===== config.mk =====
export PLATFORM = sky130hd
export DESIGN_NAME = msad_chain
export DESIGN_NICKNAME = d
export VERILOG_FILES = /design/src/rtl/msad_pkg.sv /design/src/rtl/msad_stage.sv /design/src/rtl/msad_rf.sv /design/src/rtl/msad_chain.sv
export SDC_FILE = /design/constraint.sdc
export NUM_CORES = 2
export LEC_CHECK = 0
export BUFFER_PORTS_ARGS = -buffer_cell sky130_fd_sc_hd__buf_2
export CORE_UTILIZATION = 65
export DETAILED_ROUTE_END_ITERATION = 8
export MAX_ROUTING_LAYER = met4
export PLACE_DENSITY = 0.93
export REMOVE_ABC_BUFFERS = 1
export SYNTH_ARGS = -nofsm -noshare
export SYNTH_HDL_FRONTEND = slang
export SYNTH_SLANG_ARGS = --single-unit

===== constraint.sdc =====
create_clock -name clk -period 5.8 [get_ports clk]
set_clock_uncertainty 0.2 [all_clocks]
set_input_delay 0.29 -clock clk [delete_from_list [all_inputs] [get_ports clk]]
set_output_delay 0.29 -clock clk [all_outputs]
set_load 0.1 [all_outputs]

===== src/rtl/msad_pkg.sv =====
package msad_pkg;
    localparam int SAD_W  = 16;
    localparam int MV_W   = 5;
    localparam int NPART  = 41;
    localparam int PIDX_W = $clog2(NPART);

    typedef struct packed {
        logic signed [MV_W-1:0] x;
        logic signed [MV_W-1:0] y;
    } mv_t;

    // One partition travelling down the chain with its best-so-far match
    typedef struct packed {
        logic              vld;
        logic              last;
        logic [PIDX_W-1:0] part;
        logic [SAD_W-1:0]  sad;
        mv_t               mv;
    } tok_t;

    typedef struct packed {
        logic [SAD_W-1:0] sad;
        mv_t              mv;
    } ent_t;
endpackage


===== src/rtl/msad_stage.sv =====
module msad_stage
    import msad_pkg::*;
(
    input  tok_t             up,
    input  logic             eng_vld,
    input  logic [SAD_W-1:0] eng_sad,
    input  mv_t              eng_mv,
    output tok_t             dn
);
    // Strict less-than: the carried (earlier) candidate survives ties
    always_comb begin
        dn = up;
        if (up.vld && eng_vld && (eng_sad < up.sad)) begin
            dn.sad = eng_sad;
            dn.mv  = eng_mv;
        end
    end
endmodule


===== src/rtl/msad_rf.sv =====
module msad_rf
    import msad_pkg::*;
(
    input  logic              clk,
    input  logic              rst_n,
    input  logic              clear,
    input  logic              wr_en,
    input  logic [PIDX_W-1:0] wr_part,
    input  ent_t              wr_ent,
    input  logic [PIDX_W-1:0] ra_part,
    output ent_t              ra_ent,
    input  logic [PIDX_W-1:0] rb_part,
    output ent_t              rb_ent
);
    localparam ent_t INIT_ENT = '{sad: '1, mv: '0};
    localparam logic [PIDX_W-1:0] LIMIT = PIDX_W'(NPART);

    ent_t mem_d [NPART];
    ent_t mem_q [NPART];

    always_comb begin
        mem_d = mem_q;
        if (clear) begin
            for (int i = 0; i < NPART; i++) mem_d[i] = INIT_ENT;
        end else if (wr_en && (wr_part < LIMIT)) begin
            mem_d[wr_part] = wr_ent;
        end
    end

    always_ff @(posedge clk) begin
        if (!rst_n) begin
            for (int i = 0; i < NPART; i++) mem_q[i] <= INIT_ENT;
        end else begin
            mem_q <= mem_d;
        end
    end

    assign ra_ent = (ra_part < LIMIT) ? mem_q[ra_part] : INIT_ENT;
    assign rb_ent = (rb_part < LIMIT) ? mem_q[rb_part] : INIT_ENT;

    // clear beats a write-back landing in the same cycle
    a_r5_clear_beats_write: assert property (@(posedge clk) disable iff (!rst_n)
        (clear && wr_en && (wr_part < LIMIT)) |=> (mem_q[$past(wr_part)].sad == '1));

    // a write-back lands in the addressed entry one edge later
    a_r4_write_lands: assert property (@(posedge clk) disable iff (!rst_n)
        (!clear && wr_en && (wr_part < LIMIT)) |=> (mem_q[$past(wr_part)] == $past(wr_ent)));
endmodule


===== src/rtl/msad_chain.sv =====
module msad_chain
    import msad_pkg::*;
#(
    parameter int N_STAGES = 4
) (
    input  logic                      clk,
    input  logic                      rst_n,
    input  logic                      clear,
    input  logic                      head_valid,
    input  logic [PIDX_W-1:0]         head_part,
    input  logic                      head_last,
    input  logic [N_STAGES-1:0]       eng_valid,
    input  logic [N_STAGES*SAD_W-1:0] eng_sad,
    input  logic [N_STAGES*MV_W-1:0]  eng_mvx,
    input  logic [N_STAGES*MV_W-1:0]  eng_mvy,
    input  logic [PIDX_W-1:0]         rd_part,
    output logic [SAD_W-1:0]          rd_sad,
    output logic [MV_W-1:0]           rd_mvx,
    output logic [MV_W-1:0]           rd_mvy,
    output logic                      results_valid
);
    localparam int NPIPE = N_STAGES - 1;
    localparam logic [PIDX_W-1:0] LIMIT = PIDX_W'(NPART);

    typedef struct packed {
        tok_t [NPIPE-1:0] pipe;
        logic             done;
    } state_t;

    state_t s_d, s_q;
    tok_t   st_in  [N_STAGES];
    tok_t   st_out [N_STAGES];
    mv_t    eng_mv [N_STAGES];
    tok_t   head_tok, fin;
    ent_t   head_ent, rd_ent, wr_ent;

    always_comb begin
        head_tok.vld  = head_valid && (head_part < LIMIT);
        head_tok.last = head_last;
        head_tok.part = head_part;
        head_tok.sad  = head_ent.sad;
        head_tok.mv   = head_ent.mv;
    end

    for (genvar k = 0; k < N_STAGES; k++) begin : g_stage
        if (k == 0) begin : g_head
            assign st_in[k] = head_tok;
        end else begin : g_link
            assign st_in[k] = s_q.pipe[k-1];
        end
        assign eng_mv[k].x = eng_mvx[k*MV_W +: MV_W];
        assign eng_mv[k].y = eng_mvy[k*MV_W +: MV_W];

        msad_stage u_stage (
            .up      (st_in[k]),
            .eng_vld (eng_valid[k]),
            .eng_sad (eng_sad[k*SAD_W +: SAD_W]),
            .eng_mv  (eng_mv[k]),
            .dn      (st_out[k])
        );

        // a stage never lets the carried minimum grow
        a_r1_never_worse: assert property (@(posedge clk) disable iff (!rst_n)
            st_out[k].vld |-> (st_out[k].sad <= st_in[k].sad));

        // an idle engine leaves the token untouched
        a_r2_idle_pass: assert property (@(posedge clk) disable iff (!rst_n)
            (st_in[k].vld && !eng_valid[k]) |->
                (st_out[k].sad == st_in[k].sad && st_out[k].mv == st_in[k].mv));
    end

    assign fin = st_out[N_STAGES-1];

    always_comb begin
        s_d = s_q;
        for (int k = 0; k < NPIPE; k++) begin
            s_d.pipe[k] = st_out[k];
            if (clear) s_d.pipe[k].vld = 1'b0;
        end
        if (clear) begin
            s_d.done = 1'b0;
        end else if (fin.vld && fin.last) begin
            s_d.done = 1'b1;
        end
    end

    always_ff @(posedge clk) begin
        if (!rst_n) s_q <= '0;
        else        s_q <= s_d;
    end

    assign wr_ent.sad = fin.sad;
    assign wr_ent.mv  = fin.mv;

    msad_rf u_rf (
        .clk     (clk),
        .rst_n   (rst_n),
        .clear   (clear),
        .wr_en   (fin.vld),
        .wr_part (fin.part),
        .wr_ent  (wr_ent),
        .ra_part (head_part),
        .ra_ent  (head_ent),
        .rb_part (rd_part),
        .rb_ent  (rd_ent)
    );

    assign rd_sad        = rd_ent.sad;
    assign rd_mvx        = rd_ent.mv.x;
    assign rd_mvy        = rd_ent.mv.y;
    assign results_valid = s_q.done;

    // an accepted head token sits in the first skew register next cycle
    a_r3_skew_entry: assert property (@(posedge clk) disable iff (!rst_n)
        (head_valid && (head_part < LIMIT) && !clear) |=>
            (s_q.pipe[0].vld && s_q.pipe[0].part == $past(head_part)));

    // clear always drops the results flag
    a_r5_clear_drops_flag: assert property (@(posedge clk) disable iff (!rst_n)
        clear |=> !results_valid);

    // the flag rises only after the last token left the final stage
    a_r6_rise_cause: assert property (@(posedge clk) disable iff (!rst_n)
        $rose(results_valid) |-> $past(fin.vld && fin.last && !clear));
endmodule


==> results.rst, run 1 <==
.. list-table::
   :header-rows: 1

   * - Metric
     - Value
   * - YS warnings
     - 0
   * - Cell Area, Placed
     - 58000 sq um
   * - Synthesized cell area
     - roughly 56000 sq um
   * - Die outline height
     - just under 300 um
   * - Stage where the flow stopped
     - 5_1_grt
   * - Root Driver
     - clkbuf_16
   * - Ys async rst share
     - 0%
   * - TritonCTS Buffers
     - roughly 110
   * - First-pass GRT wire length
     - approximately 420000 um
   * - H-tree depth reported by CTS
     - 3
   * - Buffer depth of the longest clock path
     - 3
   * - Post-cts hold buffer count
     - ~110
   * - Count of state elements after synthesis
     - 1169
   * - Placed wire-length estimate
     - about 120000 um
   * - Count of boundary I/O pins
     - between 150 and 200
   * - Dominant synthesized flop cell
     - dfxtp_1
   * - # resized after CTS
     - 0
   * - Setup WS pre-CTS
     - ~0.5 ns
   * - Post-synth EDFFs
     - 0
   * - Starting Density
     - 65.8%
   * - Die X
     - roughly 300 um
   * - Placer congestion estimate
     - a little over 1
   * - Outcome
     - did not finish
   * - Count of input and output buffers
     - between 150 and 200
   * - Post-Syn Instances
     - 5554
   * - Largest net degree at the start of global routing
     - about 260
   * - Share of synthesized area occupied by flip-flops and latches
     - 41.6%
   * - Leftover overflow at the end of global routing
     - 10
   * - Total setup buffers inserted after CTS
     - 0
   * - Overall track demand over capacity in global routing
     - about 70%
   * - Err
     - [ERROR GRT-0116] Global routing finished with congestion. Check the congestion regions in the DRC Viewer.
   * - Num Clock Sinks
     - ~1200
   * - Cell row count
     - 107
   * - Unique masters post-synth
     - between 40 and 50
   * - Syn Area/Cell
     - roughly 10 sq um
   * - Via count of the first global-routing pass
     - between 60000 and 70000
[routing by layer]
metal	GRT usage (%)	GRT overflow
met4	59.4	3
met5	-	-
met1	67.0	0
met2	80.2	5
met3	59.7	2
[Yosys cell counts (40+ instances only)]
cell,instances,area share (%)
nand2_1,82,0.55
dfxtp_1,1169,42
a22oi_1,92,1.2
ha_1,60,1.3
mux2i_1,221,3.9
o21ai_0,506,4.5
buf_2,112,1.0
a21oi_1,1119,10
nor2_1,79,0.53
o22ai_1,40,0.45
nor3_1,699,6.2
nand3_1,43,0.38
clkbuf_1,462,3.1
mux4_2,527,21
inv_1,49,0.33
nor2b_1,64,0.71
[logic make-up after synthesis]
group | after synthesis | synth area share, %
compound gates | 1861 | 17.6
fa+ha+maj | 60 | 1.34
buf+inv | 679 | 5.11
flops | 1169 | 41.6
mux | 750 | 25.1
simple gates | 1035 | 9.17
[stage by stage]
| stage | std cells | setup TNS (ns) |
|---|---|---|
| 3_5_place_dp | 6368 | 0 |
| 3_3_place_gp | 6368 | 0 |
| 2_1_floorplan | 4925 | -9430.42 |
| 4_1_cts | 6685 | 0 |
==> run 2, diff against run 1 <==
CORE_UTILIZATION = 40   (was 65)
MAX_ROUTING_LAYER = unset   (was met4)
PLACE_DENSITY = unset   (was 0.93)
PLACE_DENSITY_LB_ADDON = 0.15   (was unset)
==> results.rst, run 2 <==
.. list-table::
   :header-rows: 1

   * - Metric
     - Value
   * - Outcome
     - finished, violations left
   * - Violated checks
     - DRC
   * - Count of state elements after synthesis
     - 1169
   * - Dominant synthesized flop cell
     - dfxtp_1
   * - Part of the power in combinational logic
     - under 10%
   * - Initial antenna violation count
     - 8
   * - Routed wire length
     - approximately 220000 um
   * - Unique masters post-synth
     - 48
   * - TritonCTS Buffers
     - between 100 and 150
   * - Static Leakage
     - around 22 nW
   * - Final number of hold-violating endpoints
     - 0
   * - Top routing layer in use
     - met5
   * - Leftover overflow at the end of global routing
     - 0
   * - Combined flip-flop and latch cell area
     - around 23000 sq um
   * - Highest-delay cell along the critical path
     - o211ai_4
   * - Delay of the slowest cell on the worst path
     - ~0.7 ns
   * - Internal power
     - approximately 14 mW
   * - Area used by multi-input combinational logic
     - between 30000 and 40000 sq um
   * - Residual DRC
     - 2
   * - Max Clock Freq
     - 0.182 GHz
   * - Reg power frac
     - roughly 45%
   * - Largest net degree at the start of global routing
     - 180
   * - Num Clock Sinks
     - 1169
   * - First-pass GRT wire length
     - approximately 320000 um
   * - Top-area cell type share of the netlist area
     - 41.6%
   * - Start-to-end type of the worst setup path
     - primary input to register
   * - H-tree depth reported by CTS
     - 4
   * - Worst Tran Pin Value
     - roughly 1.3 ns
   * - Count of boundary I/O pins
     - 152
   * - Total power after layout
     - about 18 mW
   * - Crit path arrival time
     - approximately 6.0 ns
   * - Setup violations, final
     - 0
   * - Final cell area excluding filler cells
     - between 60000 and 70000 sq um
   * - Post-CTS clock slew at the launch and capture registers of the worst setup and hold paths
     - approximately 0.06 ns
   * - Share of layout cells above drive strength 1
     - a little over a fifth
   * - Fin Hold WS
     - 0.0308 ns
   * - Ranking of synthesized cells by instance count
     - 1169 x dfxtp_1, 1119 x a21oi_1, 699 x nor3_1, 527 x mux4_2, 506 x o21ai_0
   * - Die area
     - roughly 140000 sq um
   * - Cells along the critical path
     - dlygate4sd3_1 > buf_2 > nor2_4 > buf_12 > buf_12 > a22o_1 > a221oi_1 > o22ai_1 > o21ai_0 > ha_1 > nand4_1 > or3_1 > or3_1 > o211ai_4 > buf_4 > o2111ai_1 > o21ai_0 > dlygate4sd3_1
   * - Via count of the first global-routing pass
     - approximately 46000
   * - Die X
     - 377 um
   * - Library cell with the largest summed area after synthesis
     - dfxtp_1
   * - Cell row count
     - roughly 140
   * - Remaining max-slew budget at the tightest pin
     - 13.6%
   * - YS warnings
     - 0
   * - Cell types occupying the most area after synthesis
     - dfxtp_1 42%, mux4_2 21%, a21oi_1 10%
   * - Final #Nets
     - between 5000 and 6000
   * - Data required time at the worst endpoint
     - 6.31 ns
   * - DR WL/cell
     - around 29 um
   * - Sum of negative setup slack
     - 0 ns
   * - Portion of the clock cycle consumed by the worst path in the final layout
     - a little over nine tenths
   * - Placed wire-length estimate
     - around 130000 um
   * - Final-layout fill cell count
     - roughly 13000
   * - Clock tree from TritonCTS
     - yes
   * - Synthesized cell area
     - 56200 sq um
   * - Setup WS pre-CTS
     - 0.490 ns
   * - Total instance count after detailed placement
     - ~7000
   * - Clock share of power
     - between 40 and 50%
   * - Count of nets left with antenna violations after detail routing
     - 0
   * - Number of non-filler instances in the completed layout
     - about 7600
   * - Max-cap check violation count
     - 0
   * - Post-Syn Instances
     - 5554
   * - Switching part of the total power
     - about a quarter
   * - Setup repair after global routing missed its margin
     - no
   * - Placer congestion estimate
     - around 0.93
   * - Net load switching power
     - between 4 and 5 mW
   * - Source-to-sink clock delay at the later pin of the worst-skew pair
     - 0.79 ns
   * - Post-synth EDFFs
     - 0
   * - Count of input and output buffers
     - approximately 150
   * - Final standard cell utilization of the core
     - 46.9%
   * - Final max-slew violation count
     - 0
   * - Ys async rst share
     - 0%
   * - Class of the worst hold path
     - primary input to register
   * - Most common cell in the synthesized netlist
     - dfxtp_1
   * - First-iteration detailed-routing DRC count
     - 5829
   * - Worst Path Max Fanout
     - 28
   * - Largest register FFs
     - 1066
   * - Layout overhead on the synthesized area
     - 16.4%
   * - Overall track demand over capacity in global routing
     - 30.1%
   * - Root Driver
     - clkbuf_16
   * - Metal3 WL
     - approximately 20000 um
   * - Die outline height
     - roughly 380 um
   * - Share of synthesized area occupied by flip-flops and latches
     - 41.6%
   * - Most frequent standard cell in the layout excluding fill and tap cells
     - dfxtp_1
   * - Most flops, register
     - u_rf.mem_q
   * - Vias after detailed routing
     - ~49000
   * - Wire length on met2
     - about 99000 um
   * - Post-detailed-route via-to-cell ratio
     - around 6.4
   * - Setup crit end kind
     - register
   * - Syn Area/Cell
     - 10.1 sq um
   * - Buffer depth of the longest clock path
     - 3
   * - Period minus WS final
     - between 5 and 6 ns
   * - Commonest cells after routing, fill and taps aside
     - 1169 x dfxtp_1, 1116 x a21oi_1, 658 x nor3_1
   * - Cell Area, Placed
     - 59400 sq um
   * - Worst Setup Slack, final
     - 0.299 ns
   * - Starting Density
     - ~40%
   * - Area inside the core boundary
     - around 140000 sq um
   * - Power per cell area
     - 275 nW/um^2
   * - Routed met1 length
     - 89900 um
   * - Startpoint kind of the worst setup timing path
     - primary input
   * - Peak supply drop
     - around 0.24 mV
   * - 1st-pass router iterations
     - 8
run 2: worst max-delay path, delay by kind of cell:
kind            cells  cell delay (ns)
compound gates      7             2.22
simple gates        4             1.14
fa+ha+maj           1             0.14
buf+inv             6             2.18
run 2: path summary, 6_finish.rpt:
kind | cells after the start | from | slack (ns) | end
worst max-delay path | 18 | head_part[3] | 0.30 | s_q[24]
worst min-delay path | 4 | eng_sad[60] | 0.03 | u_rf.mem_q[74]
worst max register to register | 14 | u_rf.mem_q[854] | 0.37 | s_q[24]
worst min register to register | 1 | s_q[28] | 0.23 | s_q[62]
run 2: power by group through the flow:
stage	Combinational, mW	Clock [mW]	Sequential [mW]
detailed placement	1.36	0	8.29
finish	1.48	8.43	8.12
CTS	1.46	8.53	8.11
global placement	1.35	0	8.29
global route	1.56	8.83	8.11
floorplan	0.620	0	8.27
run 2: what timing repair did:
item | CTS | global route
buffers inserted | 0 | 4
endpoints found under the hold margin | 451 | 0
hold buffers | 164 | 0
endpoints found under the setup margin | 0 | 12
resized for setup | 0 | 1
run 2: logic make-up after synthesis:
family	share of synthesized area (%)
AOI/OAI and AO/OA	17.6
adders and majority gates	1.34
buffers and inverters	5.11
DFF	41.6
muxes	25.1
and+or+nand+nor	9.17
run 2: final cells by class:
type,instances,share of cell area (%)
clock inverters,37,0.620
well taps,1876,3.59
repair buffers,522,6.63
diodes,1,0.00383
multi-input cells,3706,47.2
clock buffers,189,5.91
inverters,50,0.291
flip-flops and latches,1169,35.8
run 2: per-layer routing:
metal  global-route usage, %  vias up
li1                        -    21156
met5                       0        -
met3                    5.72      484
met4                    12.7        2
met2                    46.6     2372
met1                    41.2    24489
No activity file was read; power rests on OpenSTA's default activity.
